`config.mk`:
```
export PLATFORM = sky130hd
export DESIGN_NAME = endian_swap_ctrl
export DESIGN_NICKNAME = d
export VERILOG_FILES = /design/src/rtl/endian_swap_pkg.sv /design/src/rtl/endian_cfg_reg.sv /design/src/rtl/endian_area_match.sv /design/src/rtl/endian_lane_swap.sv /design/src/rtl/endian_swap_ctrl.sv
export SDC_FILE = /design/constraint.sdc
export NUM_CORES = 1
export LEC_CHECK = 0
export ABC_AREA = 1
export BUFFER_PORTS_ARGS = -buffer_cell sky130_fd_sc_hd__buf_4
export CAP_MARGIN = 25
export CORE_UTILIZATION = 35
export CTS_CLUSTER_DIAMETER = 100
export DETAILED_ROUTE_END_ITERATION = 16
export GPL_TIMING_DRIVEN = 0
export PLACE_DENSITY = 0.76
export SYNTH_ARGS = -nofsm -noshare
export SYNTH_HDL_FRONTEND = slang
export SYNTH_SLANG_ARGS = --single-unit
```
`constraint.sdc`:
```
create_clock -name clk -period 1.4 [get_ports clk]
set_input_delay 0.21 -clock clk [delete_from_list [all_inputs] [get_ports clk]]
set_output_delay 0.21 -clock clk [all_outputs]
set_load 0.05 [all_outputs]
```
`src/rtl/endian_swap_pkg.sv`:
```
package endian_swap_pkg;

  typedef enum logic [1:0] {
    SZ_BYTE = 2'b00,
    SZ_HALF = 2'b01,
    SZ_WORD = 2'b10,
    SZ_RSVD = 2'b11
  } acc_size_e;

  typedef enum logic [1:0] {
    LANE_KEEP    = 2'b00,
    LANE_REVERSE = 2'b01,
    LANE_PAIR    = 2'b10
  } lane_map_e;

  // Choose the lane rearrangement for one access.
  function automatic lane_map_e lane_map_for(input logic le, input acc_size_e sz);
    lane_map_e m;
    m = LANE_KEEP;
    if (le) begin
      case (sz)
        SZ_WORD: m = LANE_REVERSE;
        SZ_BYTE: m = LANE_REVERSE;
        SZ_HALF: m = LANE_PAIR;
        default: m = LANE_KEEP;
      endcase
    end
    return m;
  endfunction

endpackage

```
`src/rtl/endian_cfg_reg.sv`:
```
module endian_cfg_reg #(
  parameter int ADDR_W = 12,
  parameter int REG_W  = 8,
  parameter int CODE_W = 3,
  parameter logic [ADDR_W-1:0] REG_OFS = 12'h7FE
) (
  input  logic              clk,
  input  logic              rst,
  input  logic              we,
  input  logic [ADDR_W-1:0] addr,
  input  logic [REG_W-1:0]  wdata,
  output logic [CODE_W-1:0] code,
  output logic              done
);

  logic hit;
  logic unused_hi;

  assign hit       = we && (addr == REG_OFS) && !done;
  assign unused_hi = ^wdata[REG_W-1:CODE_W];

  always_ff @(posedge clk) begin
    if (rst) begin
      code <= '0;
      done <= 1'b0;
    end else if (hit) begin
      code <= wdata[CODE_W-1:0];
      done <= 1'b1;
    end
  end

endmodule

```
`src/rtl/endian_area_match.sv`:
```
module endian_area_match #(
  parameter int AREA_W   = 3,
  parameter int CODE_W   = 3,
  parameter int MAX_AREA = 5
) (
  input  logic [AREA_W-1:0] area,
  input  logic [CODE_W-1:0] code,
  output logic              le
);

  localparam int CMP_W = (AREA_W > CODE_W) ? AREA_W : CODE_W;

  logic [CMP_W-1:0] area_x;
  logic [CMP_W-1:0] code_x;
  logic             code_ok;

  assign area_x  = CMP_W'(area);
  assign code_x  = CMP_W'(code);
  assign code_ok = (code_x != '0) && (code_x <= CMP_W'(MAX_AREA));
  assign le      = code_ok && (area_x == code_x);

endmodule

```
`src/rtl/endian_lane_swap.sv`:
```
module endian_lane_swap
  import endian_swap_pkg::*;
#(
  parameter int DATA_W = 32
) (
  input  lane_map_e         map,
  input  logic [DATA_W-1:0] din,
  output logic [DATA_W-1:0] dout
);

  localparam int LANES = DATA_W / 8;

  for (genvar g = 0; g < LANES; g++) begin : g_lane
    localparam int SRC_REV  = LANES - 1 - g;
    localparam int SRC_PAIR = g ^ 1;
    assign dout[g*8 +: 8] = (map == LANE_REVERSE) ? din[SRC_REV*8 +: 8]  :
                            (map == LANE_PAIR)    ? din[SRC_PAIR*8 +: 8] :
                                                    din[g*8 +: 8];
  end

endmodule

```
`src/rtl/endian_swap_ctrl.sv`:
```
module endian_swap_ctrl
  import endian_swap_pkg::*;
#(
  parameter int DATA_W   = 32,
  parameter int AREA_W   = 3,
  parameter int CODE_W   = 3,
  parameter int ADDR_W   = 12,
  parameter int REG_W    = 8,
  parameter int MAX_AREA = 5,
  parameter logic [ADDR_W-1:0] REG_OFS = 12'h7FE
) (
  input  logic              clk,
  input  logic              rst,
  input  logic              cfg_we,
  input  logic [ADDR_W-1:0] cfg_addr,
  input  logic [REG_W-1:0]  cfg_wdata,
  input  logic [AREA_W-1:0] acc_area,
  input  logic [1:0]        acc_size,
  input  logic [DATA_W-1:0] wr_data_in,
  input  logic [DATA_W-1:0] rd_data_in,
  output logic [DATA_W-1:0] wr_data_out,
  output logic [DATA_W-1:0] rd_data_out,
  output logic              le_flag
);

  logic [CODE_W-1:0] cfg_code;
  logic              cfg_done;
  logic              area_le;
  lane_map_e         lane_map;

  endian_cfg_reg #(
    .ADDR_W (ADDR_W),
    .REG_W  (REG_W),
    .CODE_W (CODE_W),
    .REG_OFS(REG_OFS)
  ) u_cfg (
    .clk  (clk),
    .rst  (rst),
    .we   (cfg_we),
    .addr (cfg_addr),
    .wdata(cfg_wdata),
    .code (cfg_code),
    .done (cfg_done)
  );

  endian_area_match #(
    .AREA_W  (AREA_W),
    .CODE_W  (CODE_W),
    .MAX_AREA(MAX_AREA)
  ) u_match (
    .area(acc_area),
    .code(cfg_code),
    .le  (area_le)
  );

  assign lane_map = lane_map_for(area_le, acc_size_e'(acc_size));
  assign le_flag  = area_le;

  endian_lane_swap #(.DATA_W(DATA_W)) u_wr_swap (
    .map (lane_map),
    .din (wr_data_in),
    .dout(wr_data_out)
  );

  endian_lane_swap #(.DATA_W(DATA_W)) u_rd_swap (
    .map (lane_map),
    .din (rd_data_in),
    .dout(rd_data_out)
  );

endmodule

```
==> results.json, run 1 <==
{
  "status": "did not finish",
  "failing_step": "clock tree synthesis",
  "error": "[ERROR DPL-0038] Utilization greater than 100%, impossible to legalize",
  "yosys_warnings": 0,
  "clock_tree.root_cell": "clkbuf_8",
  "chipHeight_um": 72.8,
  "cts_buffers": 3,
  "dp_hpwl_um": 7380,
  "syn_area_um2": 1760,
  "syn_inst": 342,
  "clockBufferDepth": 2,
  "fp.dieW_um": 72.8,
  "dp.cells": 560,
  "clock_sinks": 4,
  "synth.distinct_cells": 15,
  "ioPinCount": 157,
  "ys_seq_area_share_pct": 4.56,
  "ctsResizeCount": 226,
  "port_buffers": 151,
  "place_congestion": 0.945,
  "post_cts_buffers": 9,
  "syn_area_per_cell_um2": 5.13,
  "initial_core_util_pct": 36.7,
  "synth_nets": 434,
  "cts.hold.buffers_added": 0,
  "synth_seq_cells": 4,
  "rows": 25,
  "cts_max_level": 1
}
==> cells in the mapped netlist, drive strengths merged <==
cell type	instances	share of area, %
nand3	257	73
nor2	7	1.8
a21oi	4	1.1
buf	23	8.3
nand2	12	2.6
inv	10	2.1
clkbuf	17	3.6
dfxtp	4	4.6
nand4	4	1.4
o21ai	4	1.1
==> logic make-up after synthesis <==
kind of cell | count (synthesis) | synth area share [%]
AO/OA/AOI/OAI | 8 | 2.28
buffers and inverters | 50 | 14.1
flip-flops | 4 | 4.56
AND/OR/NAND/NOR | 280 | 79.0
==> stage by stage <==
| stage | util, % | TNS (ns) | hold slack [ns] | area (um2) | setup WS (ns) |
|---|---|---|---|---|---|
| detailed placement | 79.1 | -35.23 | 0.386 | 3780 | -0.583 |
| floorplan | - | -11.58 | 0.282 | 2570 | -0.183 |
| global placement | 79.1 | -32.64 | 0.378 | 3780 | -0.537 |
==> run 2, diff against run 1 <==
--- a/config.mk
+++ b/config.mk
@@ -8,11 +8,10 @@
 export ABC_AREA = 1
 export BUFFER_PORTS_ARGS = -buffer_cell sky130_fd_sc_hd__buf_4
 export CAP_MARGIN = 25
-export CORE_UTILIZATION = 35
-export CTS_CLUSTER_DIAMETER = 100
+export CORE_UTILIZATION = 25
 export DETAILED_ROUTE_END_ITERATION = 16
 export GPL_TIMING_DRIVEN = 0
-export PLACE_DENSITY = 0.76
+export PLACE_DENSITY_LB_ADDON = 0.15
 export SYNTH_ARGS = -nofsm -noshare
 export SYNTH_HDL_FRONTEND = slang
 export SYNTH_SLANG_ARGS = --single-unit
==> constraint.sdc (replaced) <==
create_clock -name clk -period 1.82 [get_ports clk]
set_input_delay 0.273 -clock clk [delete_from_list [all_inputs] [get_ports clk]]
set_output_delay 0.273 -clock clk [all_outputs]
set_load 0.05 [all_outputs]
==> run 2 against run 1 <==
The flow now finishes, with violations (negative setup slack). Synthesized cell count stayed put. Synthesized area stayed put.
==> results.json, run 2 <==
{
  "reg2reg_depth": 6,
  "fp.dieW_um": 85.8,
  "fillers": 540,
  "met2_usage_pct": 42.3,
  "syn_area_per_cell_um2": 5.13,
  "synth_mux_area_share_pct": 0,
  "async_reset_ff_share_pct": 0,
  "timing.hold.ws_ns": 0.224,
  "drt_iter0_drc": 163,
  "timing.rr.start": "u_cfg.done$_SDFFE_PP0P_",
  "final_cell_mix": "nand3_1, nand3_2, buf_4, buf_8, buf_6",
  "antenna_left": 0,
  "dp_hpwl_um": 6920,
  "place_congestion": 0.888,
  "critical_path.cell_chain": "inv_2, nand2_2, nand2_2, nor2_4, nand2_2, nor2_4, buf_6, buf_12, clkbuf_16, nand3_1, nand3_2, buf_6",
  "min_period_over_period_pct": 116,
  "ir_drop_mv": 0.703,
  "cp.required_ns": 1.55,
  "maxCapViolCount": 0,
  "cp_max_fo": 6,
  "dieArea_um2": 7360,
  "synth_xor_area_share_pct": 0,
  "finalPower_uw": 1230,
  "insertion_delay_ns": 0.22,
  "tritoncts": "done",
  "synth_edf_count": 0,
  "grt_pass1_wl_um": 15600,
  "use_met1_pct": 36.4,
  "top_register": "u_cfg.code",
  "timing_hold_violations_final": 0,
  "yosysMostFrequentCell": "nand3_1",
  "cts_max_level": 1,
  "violations": "negative setup slack",
  "timing.final.ws_setup_ns": -0.287,
  "viasPerCell": 5.80,
  "rsz0062_at_grt": "true",
  "core_um2": 6790,
  "finalSetupViolCount": 65,
  "synth_compound_area_share_pct": 2.28,
  "initial_core_util_pct": 25.8,
  "period_minus_slack_ns": 2.11,
  "cp-end-kind": "output pin",
  "reg_top3": "u_cfg.code (3), u_cfg.done (1)",
  "path_clk_slew_ns": 0.03,
  "largest_register_ff_count": 3,
  "antenna_cells": 0,
  "num-nets-final": 614,
  "critPathBufInv": 5,
  "cts.hold.buffers_added": 0,
  "drt_pre_antenna_iters": 4,
  "top_usage_layer": "met2",
  "synth_common_cells": "nand3_1, clkbuf_1, buf_4",
  "regToRegSetupSlack_ns": 0.75,
  "syn_area_um2": 1760,
  "ioPinCount": 157,
  "grt_pass1_vias": 3137,
  "cts_buffers": 3,
  "area_growth_pct": 176,
  "finalClockSkew_ns": 0.00200,
  "clock_tree.root_cell": "clkbuf_8",
  "powerDensity_nw_per_um2": 255,
  "drv_slew": 0,
  "cp_slowest_cell": "dfxtp_2",
  "fmax_mhz": 475,
  "ys.flop_type": "dfxtp_1",
  "wirelength_um": 11500,
  "clockBufferDepth": 2,
  "synth_seq_cells": 4,
  "synth_area_leaders": "nand3_1, buf_4, dfxtp_1",
  "clock_sinks": 4,
  "hold_start": "rst",
  "p_leak_uw": 0.00214,
  "setup_tns_ns": -14.79,
  "synth_nets": 434,
  "syn_inst": 342,
  "path_class": "flop to output pin",
  "port_buffers": 151,
  "synth.distinct_cells": 15,
  "critPathMostFrequentCell": "nand2_2",
  "grt_start_max_net_pins": 11,
  "cp-start-kind": "flop",
  "grt_use_total_pct": 26.0,
  "synth_adder_area_share_pct": 0,
  "status": "complete, but fails checks",
  "r2r_end": "u_cfg.code[1]$_SDFFE_PP0P_",
  "grt_overflow": 0,
  "multi_input_area_um2": 2200,
  "wl_per_cell_um": 18.6,
  "slew_headroom_pct": 57.2,
  "drive_gt1_share_pct": 68.8,
  "worst_pin_slew_ns": 0.642,
  "min_path_type": "input port to flop",
  "synth_top_area_share_pct": 73.3,
  "met3_usage_pct": 2.89,
  "crit_family": "simple AND/OR/NAND/NOR gates",
  "synth-simple-area-share_pct": 79.0,
  "drc_errors": 0,
  "rows": 30,
  "vias": 3574,
  "synth_top_family_by_area": "simple AND/OR/NAND/NOR gates",
  "cp-startpoint": "u_cfg.code[0]$_SDFFE_PP0P_",
  "worstHoldPathCells": 2,
  "slowest_delay_ns": 0.32,
  "seq_area_um2": 82.6,
  "fin_util_pct": 71.3,
  "whs_endpoint": "u_cfg.done$_SDFFE_PP0P_",
  "ys_seq_area_share_pct": 4.56,
  "yosys_warnings": 0,
  "grt_antenna_before_repair": 0,
  "arrival_ns": 1.83,
  "chipHeight_um": 85.8,
  "final_common_cell": "nand3_1",
  "synth_largest_area_cell": "nand3_1"
}
run 2: worst max-delay path by stage:
stage                           end  slack, ns  cells past startpoint
global route         rd_data_out[8]      -0.38                     12
floorplan            wr_data_out[0]      0.005                     10
CTS                 wr_data_out[24]      -0.23                     12
finish               wr_data_out[1]      -0.29                     12
detailed placement   wr_data_out[2]      -0.32                      9
global placement     wr_data_out[2]      -0.29                      9
run 2: what timing repair did:
action                                  CTS  global route
gates resized for setup                 127           171
cloned                                    2            12
pin swaps                                 6            42
endpoints found under the setup margin   65            65
buffers inserted                          9             3
run 2: cell type report:
type                       count  share of cell area [%]
buffer                        39                    7.18
clock buffer                   3                   0.852
inverter                      10                   0.775
multi-input combinational    288                    45.4
sequential                     4                    1.70
tap                           96                    2.48
timing repair buffer         176                    41.6
run 2: layer usage:
layer / vias up / routed length, um
li1: 1625 / -
met1: 1717 / 4760
met2: 209 / 5640
met3: 23 / 811
met4: 0 / 245
met5: - / 0
run 2: kinds of logic (layout without fill, tap and decap cells):
| logic type | count (synthesis) | count (layout) |
|---|---|---|
| buffers and inverters | 50 | 228 |
| DFF | 4 | 4 |
| AOI/OAI and AO/OA | 8 | 8 |
| and+or+nand+nor | 280 | 280 |
run 2: per-stage QoR:
step                      std cells  setup slack, ns  area, um2
after global routing            616           -0.384       4850
after floorplan                 342          0.00465       1960
after global placement          589           -0.290       3210
after detailed placement        589           -0.325       3210
after CTS                       603           -0.234       3830
final                           616           -0.287       4850
run 2: power breakdown:
group | total [uW] | switching [uW] | internal [uW]
combinational | 959 | 567 | 391
clock | 187 | 46.4 | 141
sequential | 88.3 | 0.0108 | 88.3
total | 1230 | 614 | 621
No activity file was read; power rests on OpenSTA's default activity.
==> run 3, diff against run 2 <==
--- a/config.mk
+++ b/config.mk
@@ -5,13 +5,14 @@
 export SDC_FILE = /design/constraint.sdc
 export NUM_CORES = 1
 export LEC_CHECK = 0
-export ABC_AREA = 1
+export ABC_AREA = 0
 export BUFFER_PORTS_ARGS = -buffer_cell sky130_fd_sc_hd__buf_4
 export CAP_MARGIN = 25
 export CORE_UTILIZATION = 25
 export DETAILED_ROUTE_END_ITERATION = 16
 export GPL_TIMING_DRIVEN = 0
 export PLACE_DENSITY_LB_ADDON = 0.15
+export REMOVE_ABC_BUFFERS = 1
 export SYNTH_ARGS = -nofsm -noshare
 export SYNTH_HDL_FRONTEND = slang
 export SYNTH_SLANG_ARGS = --single-unit
==> run 3 against run 2 <==
The run still ends with negative setup slack left. Clock skew increased by 0.00072 ns. Clock power increased by 82%. Fmax down 20%. Combinational power increased by 51%. Register-to-register slack lost 0.51 ns. Setup slack worse by 0.51 ns. Critical path type unchanged. Critical endpoint is now rd_data_out[25].
==> results.json, run 3 <==
{
  "antenna_left": 0,
  "grt_pass1_vias": 4351,
  "place_congestion": 0.731,
  "fp.dieW_um": 114,
  "combPwrFrac_pct": 77.2,
  "placed_area_um2": 4440,
  "syn_area_per_cell_um2": 6.56,
  "synth.distinct_cells": 29,
  "path_class": "flop to output pin",
  "synth_top_area_share_pct": 19.5,
  "seqPwrFrac_pct": 4.6,
  "drv_slew": 0,
  "tritoncts": "done",
  "finalSetupViolCount": 65,
  "synth_edf_count": 0,
  "drt_iter0_drc": 410,
  "largest_register_ff_count": 3,
  "cts_buffers": 3,
  "yosys_warnings": 0,
  "top_register": "u_cfg.code",
  "critPathBufInv": 4,
  "cp.required_ns": 1.55,
  "status": "complete, but fails checks",
  "synth_adder_area_share_pct": 0,
  "dp_hpwl_um": 8380,
  "viasPerCell": 6.08,
  "synth_compound_area_share_pct": 54.8,
  "ys_seq_area_share_pct": 2.53,
  "yosysMostFrequentCell": "nor2_1",
  "area_growth_pct": 82.4,
  "fillers": 1240,
  "synth_area_leaders": "a221oi_2, nor2_1, o21a_1",
  "num-nets-final": 712,
  "dieArea_um2": 13100,
  "min_period_over_period_pct": 144,
  "crit_family": "buffers and inverters",
  "rsz0062_at_grt": "true",
  "synth_mux_area_share_pct": 0.950,
  "cp_max_fo": 8,
  "synth_common_cells": "nor2_1, nor4_1, o21a_1, o22ai_1, clkbuf_1",
  "drive_gt1_share_pct": 51.3,
  "p_clk_share_pct": 18.2,
  "period_minus_slack_ns": 2.62,
  "fmax_mhz": 382,
  "cts_max_level": 1,
  "synth_seq_cells": 4,
  "arrival_ns": 2.35,
  "ys.flop_type": "dfxtp_1",
  "rows": 40,
  "slew_headroom_pct": 48.4,
  "critPathMostFrequentCell": "buf_12",
  "clock_tree.root_cell": "clkbuf_16",
  "seq_area_um2": 86.3,
  "timing_hold_violations_final": 0,
  "synth_xor_area_share_pct": 0.277,
  "ir_drop_mv": 0.518,
  "antenna_cells": 0,
  "initial_core_util_pct": 26.0,
  "slowest_delay_ns": 0.51,
  "syn_inst": 482,
  "grt_overflow": 0,
  "multi_input_area_um2": 3250,
  "reg_top3": "u_cfg.code (3), u_cfg.done (1)",
  "wl_per_cell_um": 19.6,
  "drc_errors": 0,
  "synth_largest_area_cell": "a221oi_2",
  "stdcell_area_um2": 5770,
  "switching_power_uw": 914,
  "clockBufferDepth": 2,
  "core_um2": 12200,
  "final_common_cell": "nor2_1",
  "clock_sinks": 4,
  "cts.hold.buffers_added": 0,
  "dp.cells": 743,
  "grt_use_total_pct": 21.8,
  "cp-end-kind": "output pin",
  "ioPinCount": 157,
  "finalClockSkew_ns": 0.00273,
  "path_clk_slew_ns": 0.03,
  "intPower_uw": 965,
  "setup_tns_ns": -49.02,
  "worst_pin_slew_ns": 0.773,
  "cp-start-kind": "flop",
  "chipHeight_um": 114,
  "drt_pre_antenna_iters": 5,
  "final_cell_mix": "nor2_1, buf_4, buf_6, o21a_1, a221oi_2",
  "vias": 4777,
  "powerDensity_nw_per_um2": 326,
  "synth-simple-area-share_pct": 31.2,
  "wirelength_um": 15400,
  "p_sw_share_pct": 48.6,
  "grt_antenna_before_repair": 0,
  "timing.final.ws_setup_ns": -0.800,
  "p_leak_uw": 0.00210,
  "syn_area_um2": 3160,
  "synth_top_family_by_area": "compound AO/OA/AOI/OAI gates",
  "min_path_type": "input port to flop",
  "maxCapViolCount": 0,
  "final_cells": 786,
  "grt_pass1_wl_um": 23500,
  "async_reset_ff_share_pct": 0,
  "insertion_delay_ns": 0.22,
  "critical_path.cell_chain": "or4_4, buf_12, o211ai_4, buf_12, buf_16, o22ai_1, a221oi_2, buf_6",
  "violations": "negative setup slack",
  "grt_start_max_net_pins": 70,
  "finalPower_uw": 1880,
  "cp_slowest_cell": "or4_4",
  "port_buffers": 151
}
==> run 3: through the flow <==
step	util, %	setup slack [ns]	hold slack (ns)
after floorplan	-	-9.19	0.345
after global placement	34.5	-12.90	0.455
after detailed placement	36.5	-1.97	0.473
after CTS	44.2	-0.839	0.232
after global routing	47.4	-0.878	0.244
final	47.4	-0.800	0.234
==> run 3: metal layers <==
| metal | global-route usage (%) | part of all wire [%] |
|---|---|---|
| met1 | 30.5 | 45 |
| met4 | 1.99 | 0.36 |
| met2 | 36.4 | 48 |
| met3 | 3.44 | 7.1 |
| met5 | 0 | 0 |
==> run 3: worst paths after layout <==
| kind | start | endpoint | slack (ns) | cells past startpoint |
|---|---|---|---|---|
| max reg2reg | u_cfg.done$_SDFFE_PP0P_ | u_cfg.code[2]$_SDFFE_PP0P_ | 0.24 | 4 |
| min | rst | u_cfg.code[2]$_SDFFE_PP0P_ | 0.23 | 2 |
| min reg2reg | u_cfg.done$_SDFFE_PP0P_ | u_cfg.done$_SDFFE_PP0P_ | 0.48 | 2 |
| max | u_cfg.code[1]$_SDFFE_PP0P_ | rd_data_out[25] | -0.80 | 8 |
==> run 3: cell families after synthesis <==
logic type | Yosys count
flops | 4
compound gates | 195
xor+xnor | 1
buf+inv | 70
simple gates | 209
mux | 3
==> run 3: repair_timing <==
action / CTS / global route
pin swaps: 51 / 28
cloned: 10 / 4
gates resized for setup: 106 / 56
endpoints found under the hold margin: 0 / 0
endpoints found under the setup margin: 65 / 68
buffers inserted: 21 / 5
==> run 3: cell type report <==
class / count / area share, %
Timing Repair Buffer: 197 / 37.1
Multi-Input combinational cell: 412 / 56.3
Inverter: 2 / 0.174
Sequential cell: 4 / 1.50
Tap cell: 168 / 3.65
Clock buffer: 3 / 1.30
==> run 3: power groups by stage <==
stage          Combinational, uW  Clock (uW)  Sequential (uW)
3_3_place_gp                1170           0             89.5
4_1_cts                     1380         348             86.8
2_1_floorplan                686           0             89.5
5_1_grt                     1530         353             86.8
3_5_place_dp                1200           0             89.5
6_report                    1450         341             86.8
==> run 3: worst reg2reg max path: cells and delay by family, from the launching register on <==
family | cells | cell delay [ns]
multiplexers | 1 | 0.27
flip-flops | 1 | 0.30
AND/OR/NAND/NOR | 3 | 0.90
==> run 4, diff against run 3 <==
--- a/config.mk
+++ b/config.mk
@@ -6,8 +6,10 @@
 export NUM_CORES = 1
 export LEC_CHECK = 0
 export ABC_AREA = 0
-export BUFFER_PORTS_ARGS = -buffer_cell sky130_fd_sc_hd__buf_4
-export CAP_MARGIN = 25
+export BUFFER_PORTS_ARGS = -buffer_cell sky130_fd_sc_hd__buf_2
+export CAP_MARGIN = 10
+export CELL_PAD_IN_SITES_DETAIL_PLACEMENT = 0
+export CELL_PAD_IN_SITES_GLOBAL_PLACEMENT = 1
 export CORE_UTILIZATION = 25
 export DETAILED_ROUTE_END_ITERATION = 16
 export GPL_TIMING_DRIVEN = 0
==> run 4 against run 3 <==
The run still ends with negative setup slack left. Global-route usage increased by 1.1 points. Register-to-register slack worse by 0.06 ns. Clock power grew 2%. Flip-flop and latch count did not move. Critical endpoint is now rd_data_out[18]. Largest power group unchanged.
==> results.json, run 4 (synthesis gave the netlist of run 3 again) <==
{
  "period_minus_slack_ns": 2.74,
  "drt_iter0_drc": 438,
  "dieArea_um2": 13100,
  "cp_max_fo": 7,
  "grt_pass1_wl_um": 24200,
  "powerDensity_nw_per_um2": 339,
  "cts.hold.buffers_added": 0,
  "num-nets-final": 705,
  "wl_per_cell_um": 20.6,
  "cts_max_level": 1,
  "violations": "negative setup slack",
  "largest_register_ff_count": 3,
  "wirelength_um": 16100,
  "fp.dieW_um": 114,
  "port_buffers": 151,
  "cts_buffers": 3,
  "vias": 4696,
  "ioPinCount": 157,
  "path_class": "flop to output pin",
  "fmax_mhz": 365,
  "drv_slew": 0,
  "cp-start-kind": "flop",
  "grt_antenna_before_repair": 0,
  "final_common_cell": "nor2_1",
  "clockBufferDepth": 2,
  "r2r_end": "u_cfg.code[1]$_SDFFE_PP0P_",
  "drc_errors": 0,
  "critPathCapture": "rd_data_out[18]",
  "finalPower_uw": 1860,
  "viasPerCell": 6.03,
  "chipHeight_um": 114,
  "final_cell_mix": "nor2_1, buf_2, o21a_1, buf_6, nor4_1",
  "reg2reg_depth": 4,
  "timing.final.ws_setup_ns": -0.919,
  "finalSetupViolCount": 65,
  "placed_area_um2": 4060,
  "worst_pin_slew_ns": 0.950,
  "insertion_delay_ns": 0.23,
  "p_leak_uw": 0.00199,
  "area_growth_pct": 73.9,
  "status": "complete, but fails checks",
  "min_path_type": "input port to flop",
  "min_period_over_period_pct": 151,
  "grt_use_total_pct": 22.9,
  "cp-end-kind": "output pin",
  "cp-startpoint": "u_cfg.code[1]$_SDFFE_PP0P_",
  "drt_pre_antenna_iters": 5,
  "regToRegSetupSlack_ns": 0.18,
  "grt_start_max_net_pins": 72,
  "arrival_ns": 2.47,
  "grt_overflow": 0,
  "reg_top3": "u_cfg.code (3), u_cfg.done (1)",
  "stdcell_area_um2": 5500,
  "dp_hpwl_um": 8230,
  "cp.required_ns": 1.55,
  "clock_tree.root_cell": "clkbuf_16",
  "antenna_cells": 0,
  "timing.rr.start": "u_cfg.done$_SDFFE_PP0P_",
  "ir_drop_mv": 0.895,
  "tritoncts": "done",
  "slew_headroom_pct": 36.6,
  "path_clk_slew_ns": 0.03,
  "maxCapViolCount": 0,
  "place_congestion": 0.730,
  "finalClockSkew_ns": 0.00599,
  "rsz0062_at_grt": "true",
  "timing_hold_violations_final": 0,
  "core_um2": 12200,
  "grt_pass1_vias": 4453,
  "clock_sinks": 4,
  "drive_gt1_share_pct": 47.5,
  "top_register": "u_cfg.code",
  "initial_core_util_pct": 26.0,
  "antenna_left": 0,
  "rows": 40,
  "worstHoldPathCells": 2
}
-- run 4: through the flow --
step	hold slack, ns	TNS [ns]	utilization, %	instances	setup slack (ns)
5_1_grt	0.271	-57.22	45.2	779	-0.956
3_3_place_gp	0.449	-829.58	31.3	733	-12.91
2_1_floorplan	0.345	-575.02	-	414	-9.19
4_1_cts	0.254	-57.70	42.5	776	-0.950
6_report	0.250	-52.88	45.2	779	-0.919
3_5_place_dp	0.461	-113.71	33.3	743	-1.91
-- run 4: how the worst min path moves through the flow --
stage | startpoint | end | slack, ns
after floorplan | rst | u_cfg.code[0]$_SDFFE_PP0P_ | 0.35
after global placement | u_cfg.done$_SDFFE_PP0P_ | u_cfg.done$_SDFFE_PP0P_ | 0.45
after detailed placement | u_cfg.done$_SDFFE_PP0P_ | u_cfg.done$_SDFFE_PP0P_ | 0.46
after CTS | rst | u_cfg.code[2]$_SDFFE_PP0P_ | 0.25
after global routing | rst | u_cfg.code[0]$_SDFFE_PP0P_ | 0.27
final | rst | u_cfg.code[0]$_SDFFE_PP0P_ | 0.25
-- run 4: routing by layer --
layer	vias to the layer above	share of wire [%]	routed length, um	GRT usage (%)
met5	-	0	0	0
met4	0	1.9	306	4.94
met3	26	5.0	809	2.44
met2	189	47	7510	37.3
met1	2259	46	7450	32.3
li1	2222	-	-	-
-- run 4: repair_timing --
action,in CTS,in global routing
pin swaps,63,25
cloned,10,5
resized for setup,170,45
setup buffers,20,1
setup endpoints to repair,68,65
-- run 4: report_power, final --
group / total, uW / leakage [uW] / internal (uW) / switching, uW
logic: 1430 / 0.00192 / 562 / 866
clock network: 348 / 0.0000370 / 281 / 66.7
registers: 86.8 / 0.0000340 / 86.7 / 0.0153
-- run 4: area by class of cell --
class                   count  area (um2)
clock buffers               3        75.1
fillers                  1241        6660
inverters                   2        10.0
multi-input cells         412        3210
flip-flops and latches      4        86.3
well taps                 168         210
repair buffers            190        1910
-- run 4: critical path, stage by stage, from the launching register on --
cell,delay (ns)
dfxtp_4,0.33
or4_4,0.52
buf_12,0.15
o211ai_4,0.20
buf_12,0.15
buf_12,0.11
buf_16,0.12
o22ai_1,0.06
a221oi_1,0.33
buf_4,0.26
